<file path="config.mk">
export PLATFORM = sky130hd
export DESIGN_NAME = tmr_bus_regif
export DESIGN_NICKNAME = d
export VERILOG_FILES = /design/src/rtl/tmr_regif_pkg.sv /design/src/rtl/tmr_cw_decode.sv /design/src/rtl/tmr_chan_port.sv /design/src/rtl/tmr_bus_regif.sv
export SDC_FILE = /design/constraint.sdc
export NUM_CORES = 1
export LEC_CHECK = 0
export BUFFER_PORTS_ARGS = -buffer_cell sky130_fd_sc_hd__buf_2
export CAP_MARGIN = 20
export CELL_PAD_IN_SITES_DETAIL_PLACEMENT = 2
export CELL_PAD_IN_SITES_GLOBAL_PLACEMENT = 2
export CORE_UTILIZATION = 26
export DETAILED_ROUTE_END_ITERATION = 8
export GPL_ROUTABILITY_DRIVEN = 0
export PLACE_DENSITY = 0.62
export SYNTH_ARGS = -nofsm -noshare
export SYNTH_HDL_FRONTEND = slang
export SYNTH_HIERARCHICAL = 1
export SYNTH_SLANG_ARGS = --single-unit
export TNS_END_PERCENT = 50
</file>
<file path="constraint.sdc">
create_clock -name clk -period 2.3 [get_ports clk]
set_input_delay 0.23 -clock clk [delete_from_list [all_inputs] [get_ports clk]]
set_output_delay 0.23 -clock clk [all_outputs]
set_load 0.01 [all_outputs]
</file>
<file path="src/rtl/tmr_regif_pkg.sv">
package tmr_regif_pkg;
    localparam int NUM_CH  = 3;
    localparam int BYTE_W  = 8;
    localparam int CNT_W   = 2 * BYTE_W;
    localparam int CFG_W   = 6;
    localparam int MODE_W  = 3;
    localparam int FMT_W   = 2;
    localparam logic [1:0] ADDR_CTRL = 2'd3;
    localparam logic [CFG_W-1:0] CFG_RESET = 6'b01_000_0;

    typedef enum logic [1:0] {
        FMT_LATCH = 2'b00,
        FMT_LO    = 2'b01,
        FMT_HI    = 2'b10,
        FMT_LOHI  = 2'b11
    } acc_fmt_t;

    typedef enum logic { RP_LO, RP_HI } rd_ptr_t;
    typedef enum logic { WP_LO, WP_HI } wr_ptr_t;
endpackage

</file>
<file path="src/rtl/tmr_cw_decode.sv">
module tmr_cw_decode
    import tmr_regif_pkg::*;
(
    input  logic              ctl_wr,
    input  logic [7:0]        cw,
    output logic [NUM_CH-1:0] prog_sel,
    output logic [NUM_CH-1:0] cnt_lat_sel,
    output logic [NUM_CH-1:0] stat_lat_sel
);
    always_comb begin
        prog_sel     = '0;
        cnt_lat_sel  = '0;
        stat_lat_sel = '0;
        if (ctl_wr) begin
            if (cw[7:6] == 2'b11) begin
                for (int ch = 0; ch < NUM_CH; ch++) begin
                    if (cw[ch+1]) begin
                        cnt_lat_sel[ch]  = !cw[5];
                        stat_lat_sel[ch] = !cw[4];
                    end
                end
            end else begin
                for (int ch = 0; ch < NUM_CH; ch++) begin
                    if (cw[7:6] == 2'(ch)) begin
                        if (cw[5:4] == FMT_LATCH) cnt_lat_sel[ch] = 1'b1;
                        else                      prog_sel[ch]    = 1'b1;
                    end
                end
            end
        end
    end
endmodule

</file>
<file path="src/rtl/tmr_chan_port.sv">
module tmr_chan_port
    import tmr_regif_pkg::*;
(
    input  logic              clk,
    input  logic              rst_n,
    input  logic              prog_en,
    input  logic [CFG_W-1:0]  cfg_in,
    input  logic              lat_cnt,
    input  logic              lat_stat,
    input  logic              rd_take,
    input  logic              wr_take,
    input  logic [BYTE_W-1:0] wdata,
    input  logic [CNT_W-1:0]  live_cnt,
    input  logic              out_lvl,
    input  logic              null_flg,
    output logic [CFG_W-1:0]  cfg_q,
    output logic [BYTE_W-1:0] rd_byte,
    output logic              ld_pulse,
    output logic [CNT_W-1:0]  ld_val
);
    acc_fmt_t           fmt;
    rd_ptr_t            rd_ptr, rd_ptr_nx;
    wr_ptr_t            wr_ptr, wr_ptr_nx;
    logic               cnt_vld, stat_vld;
    logic [CNT_W-1:0]   cnt_lat;
    logic [BYTE_W-1:0]  stat_q;
    logic [BYTE_W-1:0]  lo_hold;
    logic [CNT_W-1:0]   src;
    logic               cnt_done;

    assign fmt = acc_fmt_t'(cfg_q[5:4]);
    assign cnt_done = rd_take && !stat_vld && (fmt != FMT_LOHI || rd_ptr == RP_HI);

    // next-state logic for both byte pointers
    always_comb begin
        rd_ptr_nx = rd_ptr;
        wr_ptr_nx = wr_ptr;
        if (prog_en) begin
            rd_ptr_nx = RP_LO;
            wr_ptr_nx = WP_LO;
        end else begin
            if (rd_take && !stat_vld && fmt == FMT_LOHI) begin
                unique case (rd_ptr)
                    RP_LO: rd_ptr_nx = RP_HI;
                    RP_HI: rd_ptr_nx = RP_LO;
                endcase
            end
            if (wr_take && fmt == FMT_LOHI) begin
                unique case (wr_ptr)
                    WP_LO: wr_ptr_nx = WP_HI;
                    WP_HI: wr_ptr_nx = WP_LO;
                endcase
            end
        end
    end

    // state register
    always_ff @(posedge clk or negedge rst_n) begin
        if (!rst_n) begin
            rd_ptr <= RP_LO;
            wr_ptr <= WP_LO;
        end else begin
            rd_ptr <= rd_ptr_nx;
            wr_ptr <= wr_ptr_nx;
        end
    end

    // configuration, latches and load outputs
    always_ff @(posedge clk or negedge rst_n) begin
        if (!rst_n) begin
            cfg_q    <= CFG_RESET;
            cnt_vld  <= 1'b0;
            stat_vld <= 1'b0;
            cnt_lat  <= '0;
            stat_q   <= '0;
            lo_hold  <= '0;
            ld_pulse <= 1'b0;
            ld_val   <= '0;
        end else begin
            ld_pulse <= 1'b0;
            if (prog_en) begin
                cfg_q    <= cfg_in;
                cnt_vld  <= 1'b0;
                stat_vld <= 1'b0;
            end else begin
                if (lat_cnt && !cnt_vld) begin
                    cnt_vld <= 1'b1;
                    cnt_lat <= live_cnt;
                end else if (cnt_done) begin
                    cnt_vld <= 1'b0;
                end
                if (lat_stat && !stat_vld) begin
                    stat_vld <= 1'b1;
                    stat_q   <= {out_lvl, null_flg, cfg_q};
                end else if (rd_take && stat_vld) begin
                    stat_vld <= 1'b0;
                end
            end
            if (wr_take) begin
                unique case (fmt)
                    FMT_LO: begin
                        ld_pulse <= 1'b1;
                        ld_val   <= {{BYTE_W{1'b0}}, wdata};
                    end
                    FMT_HI: begin
                        ld_pulse <= 1'b1;
                        ld_val   <= {wdata, {BYTE_W{1'b0}}};
                    end
                    FMT_LOHI: begin
                        if (wr_ptr == WP_LO) begin
                            lo_hold <= wdata;
                        end else begin
                            ld_pulse <= 1'b1;
                            ld_val   <= {wdata, lo_hold};
                        end
                    end
                    FMT_LATCH: ;
                endcase
            end
        end
    end

    // read data selection
    always_comb begin
        src = cnt_vld ? cnt_lat : live_cnt;
        if (stat_vld) begin
            rd_byte = stat_q;
        end else begin
            case (fmt)
                FMT_HI:   rd_byte = src[CNT_W-1:BYTE_W];
                FMT_LOHI: rd_byte = (rd_ptr == RP_HI) ? src[CNT_W-1:BYTE_W] : src[BYTE_W-1:0];
                default:  rd_byte = src[BYTE_W-1:0];
            endcase
        end
    end

    // a pending count latch keeps its value
    p_cnt_frozen_r3: assert property (@(posedge clk) disable iff (!rst_n)
        (cnt_vld && !prog_en) |=> $stable(cnt_lat));

    // a second latch while one is pending leaves the latched count alone
    p_relatch_ignored_r4: assert property (@(posedge clk) disable iff (!rst_n)
        (lat_cnt && cnt_vld && !prog_en) |=> (cnt_vld && $stable(cnt_lat)));

    // a status latch captures the core's level and null flag
    p_stat_capture_r6: assert property (@(posedge clk) disable iff (!rst_n)
        (lat_stat && !stat_vld && !prog_en) |=>
            (rd_byte[7] == $past(out_lvl) && rd_byte[6] == $past(null_flg)));

    // programming sends both pointers home and clears the latches
    p_ptr_home_r9: assert property (@(posedge clk) disable iff (!rst_n)
        prog_en |=> (rd_ptr == RP_LO && wr_ptr == WP_LO && !cnt_vld && !stat_vld));

    // the first byte of a low-then-high write gives no load strobe
    p_first_byte_noload_r8: assert property (@(posedge clk) disable iff (!rst_n)
        (wr_take && fmt == FMT_LOHI && wr_ptr == WP_LO) |=> !ld_pulse);
endmodule

</file>
<file path="src/rtl/tmr_bus_regif.sv">
module tmr_bus_regif
    import tmr_regif_pkg::*;
(
    input  logic                      clk,
    input  logic                      rst_n,
    input  logic [1:0]                bus_addr,
    input  logic                      bus_wr,
    input  logic                      bus_rd,
    input  logic [7:0]                bus_wdata,
    output logic [7:0]                bus_rdata,
    input  logic [NUM_CH*CNT_W-1:0]   core_count,
    input  logic [NUM_CH-1:0]         core_out,
    input  logic [NUM_CH-1:0]         core_null,
    output logic [NUM_CH*MODE_W-1:0]  cfg_mode,
    output logic [NUM_CH*FMT_W-1:0]   cfg_fmt,
    output logic [NUM_CH-1:0]         cfg_bcd,
    output logic [NUM_CH-1:0]         load_stb,
    output logic [NUM_CH*CNT_W-1:0]   load_val
);
    logic              ctl_wr;
    logic [NUM_CH-1:0] prog_sel, cnt_lat_sel, stat_lat_sel;
    logic [BYTE_W-1:0] rd_byte_a [NUM_CH];

    assign ctl_wr = bus_wr && (bus_addr == ADDR_CTRL);

    tmr_cw_decode u_dec (
        .ctl_wr       (ctl_wr),
        .cw           (bus_wdata),
        .prog_sel     (prog_sel),
        .cnt_lat_sel  (cnt_lat_sel),
        .stat_lat_sel (stat_lat_sel)
    );

    for (genvar ch = 0; ch < NUM_CH; ch++) begin : g_ch
        logic [CFG_W-1:0] cfg_q;
        logic             sel;
        assign sel = (bus_addr == 2'(ch));

        tmr_chan_port u_chan (
            .clk      (clk),
            .rst_n    (rst_n),
            .prog_en  (prog_sel[ch]),
            .cfg_in   (bus_wdata[CFG_W-1:0]),
            .lat_cnt  (cnt_lat_sel[ch]),
            .lat_stat (stat_lat_sel[ch]),
            .rd_take  (bus_rd && sel),
            .wr_take  (bus_wr && sel),
            .wdata    (bus_wdata),
            .live_cnt (core_count[ch*CNT_W +: CNT_W]),
            .out_lvl  (core_out[ch]),
            .null_flg (core_null[ch]),
            .cfg_q    (cfg_q),
            .rd_byte  (rd_byte_a[ch]),
            .ld_pulse (load_stb[ch]),
            .ld_val   (load_val[ch*CNT_W +: CNT_W])
        );

        assign cfg_fmt[ch*FMT_W +: FMT_W]    = cfg_q[5:4];
        assign cfg_mode[ch*MODE_W +: MODE_W] = cfg_q[3:1];
        assign cfg_bcd[ch]                   = cfg_q[0];
    end

    always_comb begin
        bus_rdata = '0;
        for (int ch = 0; ch < NUM_CH; ch++) begin
            if (bus_addr == 2'(ch)) bus_rdata = rd_byte_a[ch];
        end
    end

    // a control word programs at most one channel
    p_one_prog_r2: assert property (@(posedge clk) disable iff (!rst_n)
        $onehot0(prog_sel));

    // counter writes leave every configuration unchanged
    p_cfg_stable_r10: assert property (@(posedge clk) disable iff (!rst_n)
        (bus_wr && bus_addr != ADDR_CTRL) |=>
            ($stable(cfg_mode) && $stable(cfg_fmt) && $stable(cfg_bcd)));

    // loads strobe at most one channel per cycle
    p_one_load_r8: assert property (@(posedge clk) disable iff (!rst_n)
        $onehot0(load_stb));

    // bus protocol: one access per cycle
    p_bus_excl: assert property (@(posedge clk) disable iff (!rst_n)
        !(bus_wr && bus_rd));
endmodule

</file>
# After elaboration in Yosys (flattened, before gate mapping)
# Index checks and enable logic that the tools add are counted.
# classes
eq_ne	21
mux	86
bitwise_logic	9
reduce_logical	72
# op_table
op	count
case mux 16 bit (3 select lines)	3
2-to-1 mux 16 bit	6
2-to-1 mux 8 bit	9
2-to-1 mux 1 bit	50
case mux 8 bit (2 select lines)	3
logical AND 1 bit	28
nonzero test 3 bit	9
== test 2 bit (second input constant)	10
2-to-1 mux 3 bit	6
case mux 1 bit (2 select lines)	9
AND reduction 3 bit	6
AND reduction 2 bit	6
nonzero test 2 bit	6
== test 2 x 1 -> 1 bit (second input constant)	5
NOT 1 bit	9
zero test 1 bit	8
zero test 2 bit	3
inequality test 2 x 1 -> 1 bit (second input constant)	3
inequality test 2 bit (second input constant)	3
OR reduction 2 bit	3
logical OR 1 bit	3
# totals
regBits	177
inputBits	68
output_inout_bits	77

# Depth between registers and ports, before layout
# logic_depth
ltp_word	8
ltp_mapped	9
ltp_nobuf	7

# By module
# Netlist, hierarchy kept.
# by_module_without_submodules
mod	instances	cells_each	area_per_inst_um2	seq_area_each_um2
tmr_chan_port (g_ch[1].u_chan ...)	2	202	2824.0	1477.7
tmr_chan_port (g_ch[0].u_chan)	1	202	2820.2	1477.7
tmr_bus_regif	1	29	252.7	0.0
tmr_cw_decode	1	19	121.4	0.0

# Least setup slack after synthesis
# Ideal clock, no wire load.
# synth_path
path_kind	register to output
from	register g_ch[1].u_chan.cfg_q[4]
to	output port bus_rdata[0]
t_arrival_ns	1.858
required_time_ns	2.070
setup_slack_ns	0.212
path_stages_with_launch	8
path_buffers	1
cell_sequence	dfstp_2 ha_1 buf_2 mux2_2 o22ai_1 mux2_2 mux2i_1 o2bb2ai_1
# synth_rtl
item	line_no	rtl
start, declared	tmr_chan_port.sv:16	output logic [CFG_W-1:0] cfg_q,
start signal, assigned	tmr_chan_port.sv:82	cfg_q <= cfg_in;
end, declared	tmr_bus_regif.sv:10	output logic [7:0] bus_rdata,

==> results by stage <==
Logic synthesis:
- By area the synthesized netlist is led by dfrtp_1 49%, mux2_2 20%, mux2i_1 6.7%, mux2_4 4.6%, a22o_1 2.4%.
- In this run, synthesis inferred 0 flip-flops with an integrated enable.
- After synthesis, flip-flops and latches occupy around 50% of the total area.
- When the netlist entered floorplanning its net count stood at approximately 730.
- The average instance area after synthesis is around 14 um2.
- The largest total area in the synthesized netlist belongs to dfrtp_1.
- The share of flip-flops with an asynchronous set or reset after synthesis is between 90% and 100%.
- The total of warnings raised by yosys is 6.
- After synthesis the cells add up to between 8000 and 9000 um2.
- The area share of the largest cell type after synthesis is ~50%.
- Among all flip-flop cells after synthesis, the most frequent one is dfrtp_1.
- The count of state elements after synthesis is approximately 180.
- The post-synthesis instance total is 654.
- The synthesized netlist contains 41 unique library cells.

STA:
- Setup slack on the critical path of the routed design comes to -0.404 ns.
- Setup repair after global routing could not meet its margin everywhere.
- The count of pins over their slew limit was 0.
- The worst path in the final design needs a cycle of about 2.7 ns, including I/O delays and setup.
- Of the available clock period, the critical path in the final layout requires 118%.
- For the pin with the worst max-slew slack, the measured transition is between 0.6 and 0.7 ns.
- Hold is met by ~0.025 ns.
- The total setup violations reported at the end of the flow is 8.
- The timing-limited maximum frequency is about 0.37 GHz.
- The final number of hold-violating endpoints is 0.
- The worst slew margin relative to its limit is between 50 and 60%.
- After routing, the total negative slack on setup checks comes to -2.82 ns.
- The clock arrives with 0.0119 ns of skew.

Floorplan:
- The die area is roughly 35000 um2.
- Measured along the x axis, the die boundary spans about 190 um.
- The floorplan has between 60 and 70 rows.
- The floorplan step set the die height to ~190 um.
- The initial utilization of the core area, before any placement, comes to roughly a quarter.
- The number of top-level design ports is between 100 and 150.
- The total area inside the core boundary comes to 33500 um2.

Placement:
- The HPWL after detailed placement is roughly 19000 um.
- The port buffer count is 144.
- The number of cells in the design after placement is 1277.

Hold path:
- The type of the worst min-delay path is in -> reg.
- Along the worst hold path, the cell count comes to 2.

Setup path:
- The worst setup path is of the reg -> out kind.
- Along the worst path, the maximum fanout reaches 6.
- The logic depth of the worst register-to-register path is 8.
- The critical path data arrival time is 2.47 ns.
- The startpoint kind of the worst setup timing path is a flop.
- The critical path capture point type is a primary output.
- The worst reg-to-reg setup slack is ~0.22 ns.
- Data on the critical path is required at its endpoint by between 2 and 2.5 ns.

Final layout:
- The relative area change from synthesis to final layout is 28.9%.
- Of the cells placed in the final design, the portion with a size suffix greater than 1 is between 50 and 60%.
- In the final design database the tool counted ~930 nets.
- The non-filler instance count after layout is 1317.

Global routing:
- The total overflow left after global routing is 0.
- The number of antenna violations at the first check in global routing is 5.
- The via count of the first global-routing pass is 6859.
- The first global-routing pass estimated roughly 42000 um of wire.
- The largest net degree at the start of global routing is 56.
- Global routing used between 10% and 20% of the available tracks across all layers.

Outcome:
- The run finished, with violations left.
- The checks that failed: setup timing.

Pwr:
- Power spread over the standard cell area amounts to 1060 nW/um2.
- The standby leakage power is between 5 and 6 nW.
- The worst ir drop on vdd is roughly 0.61 mV.
- Power comes to around 12 mW.

CTS:
- TritonCTS built the clock tree.
- The clock-pin slew of the registers on the worst-case setup and hold paths is ~0.07 ns.
- Clock latency on the worst-skew pair, taken at its later pin, is 0.44 ns.
- In this run the deepest clock path goes through 2 buffers.
- In this run, CTS created clock tree buffers numbering 17.
- In this run the number of H-tree levels came out at 4.
- Clock tree synthesis selected as its root buffer the cell clkbuf_16.
- The total clock sinks is 177.

Drt:
- The violation count after the first detailed-route iteration is approximately 260.
- The first detailed-routing pass took 6 iterations.
- The final wirelength is approximately 27000 um.
- The detail-routed net length per standard cell is 20.8 um.
- The ratio of routed vias to standard cells is 4.62.
- Once detail routing completed, the nets flagged for antenna violations numbered 0.
- The total DRC errors in the routed layout is 0.
- The routed layout has approximately 6.1k vias.

Flow run:
- The count of max-cap constraint violations is 0.
## state kept, by name, indices dropped and copies added (netlist names)
register              count
g_ch.u_chan/cnt_vld       3
g_ch.u_chan/ld_pulse      3
g_ch.u_chan/rd_ptr        3
g_ch.u_chan/cnt_lat      48
g_ch.u_chan/lo_hold      24
g_ch.u_chan/cfg_q        18
g_ch.u_chan/wr_ptr        3
g_ch.u_chan/stat_q       24
g_ch.u_chan/stat_vld      3
g_ch.u_chan/ld_val       48
## worst paths after layout
path                                     startpoint                        end
max                         g_ch[0].u_chan/cfg_q[4]               bus_rdata[3]
max reg2reg                 g_ch[0].u_chan/cfg_q[4]  g_ch[0].u_chan/ld_val[11]
min reg2reg                g_ch[2].u_chan/ld_val[0]   g_ch[2].u_chan/ld_val[0]
max in group asynchronous                     rst_n    g_ch[2].u_chan/cfg_q[4]
min                                     core_out[2]   g_ch[2].u_chan/stat_q[7]
min in group asynchronous                     rst_n  g_ch[0].u_chan/cnt_lat[1]
## synth_stat cells (all sizes together) (4+ instances only)
cell	instances
mux2i	59
nand3	4
nand2b	4
buf	34
nor3b	8
a21oi	13
nand2	14
o2bb2ai	8
o22ai	24
ha	9
nor2	13
nor2b	26
dfrtp	174
and2	4
inv	20
a22o	24
mux2	183
o21ai	7
## cells by family after synthesis
family / count (synthesis) / synth area share, %
adders and majority gates: 9 / 1.27
DFF: 177 / 50.1
AOI/OAI and AO/OA: 84 / 7.15
xor gates and xnor gates: 3 / 0.297
and+or+nand+nor: 85 / 6.25
buffers and inverters: 54 / 3.76
muxes: 242 / 31.1
## repair_timing
| action | in CTS | in global routing |
|---|---|---|
| hold endpoints to repair | 51 | 0 |
| setup endpoints to repair | 8 | 8 |
| cloned | 0 | 0 |
| hold buffers | 1 | 0 |
| gates resized for setup | 37 | 13 |
| pin swaps | 6 | 2 |
| setup buffers | 4 | 1 |
## cell usage in the layout, fill, tap and decap left out, types with 8 or more instances in the layout
cell type,synthesis,final
nand2_1,14,14
buf_6,6,8
nor2b_1,26,26
dfrtp_1,174,173
mux2_2,156,146
a22o_1,24,24
clkbuf_16,0,17
buf_2,13,141
o22ai_1,24,16
buf_4,5,58
mux2_4,27,37
nor2_1,10,10
inv_1,20,18
o22ai_2,0,8
mux2i_1,59,55
## per-layer routing
metal / wire length, um / track usage, % / vias to the layer above
li1: - / - / 2770
met1: 12400 / 21.0 / 3187
met2: 13500 / 26.7 / 106
met3: 1080 / 3.67 / 23
met4: 326 / 4.42 / 4
met5: 21 / 0 / -
## stage by stage
step,setup WS (ns),util (%),area [um2]
2_1_floorplan,0.212,-,8840
3_3_place_gp,-0.00205,31.2,10500
3_5_place_dp,-0.0995,31.2,10500
4_1_cts,-0.398,33.8,11300
5_1_grt,-0.470,34.0,11400
6_report,-0.404,34.0,11400
## worst max-delay path, stage by stage (launching register included)
cell       delay (ns)
dfstp_2          0.58
inv_2            0.07
ha_4             0.17
mux2_4           0.31
o22ai_1          0.22
mux2_4           0.21
mux2i_2          0.07
o2bb2ai_2        0.21
buf_2            0.17
## power by group
group / total, mW / internal [mW] / switching, mW
clock: 3.15 / 1.80 / 1.35
sequential: 4.77 / 4.12 / 0.650
combinational: 4.16 / 2.21 / 1.95
## layout make-up
| class | instances | area (um2) |
|---|---|---|
| tap | 448 | 561 |
| sequential | 177 | 4430 |
| clock inverter | 12 | 170 |
| antenna | 2 | 5.00 |
| multi-input combinational | 423 | 4310 |
| inverter | 20 | 75.1 |
| timing repair buffer | 215 | 1380 |
| clock buffer | 20 | 457 |
| fill | 3561 | 22100 |
Note: power is estimated with default switching activity, not from simulation.
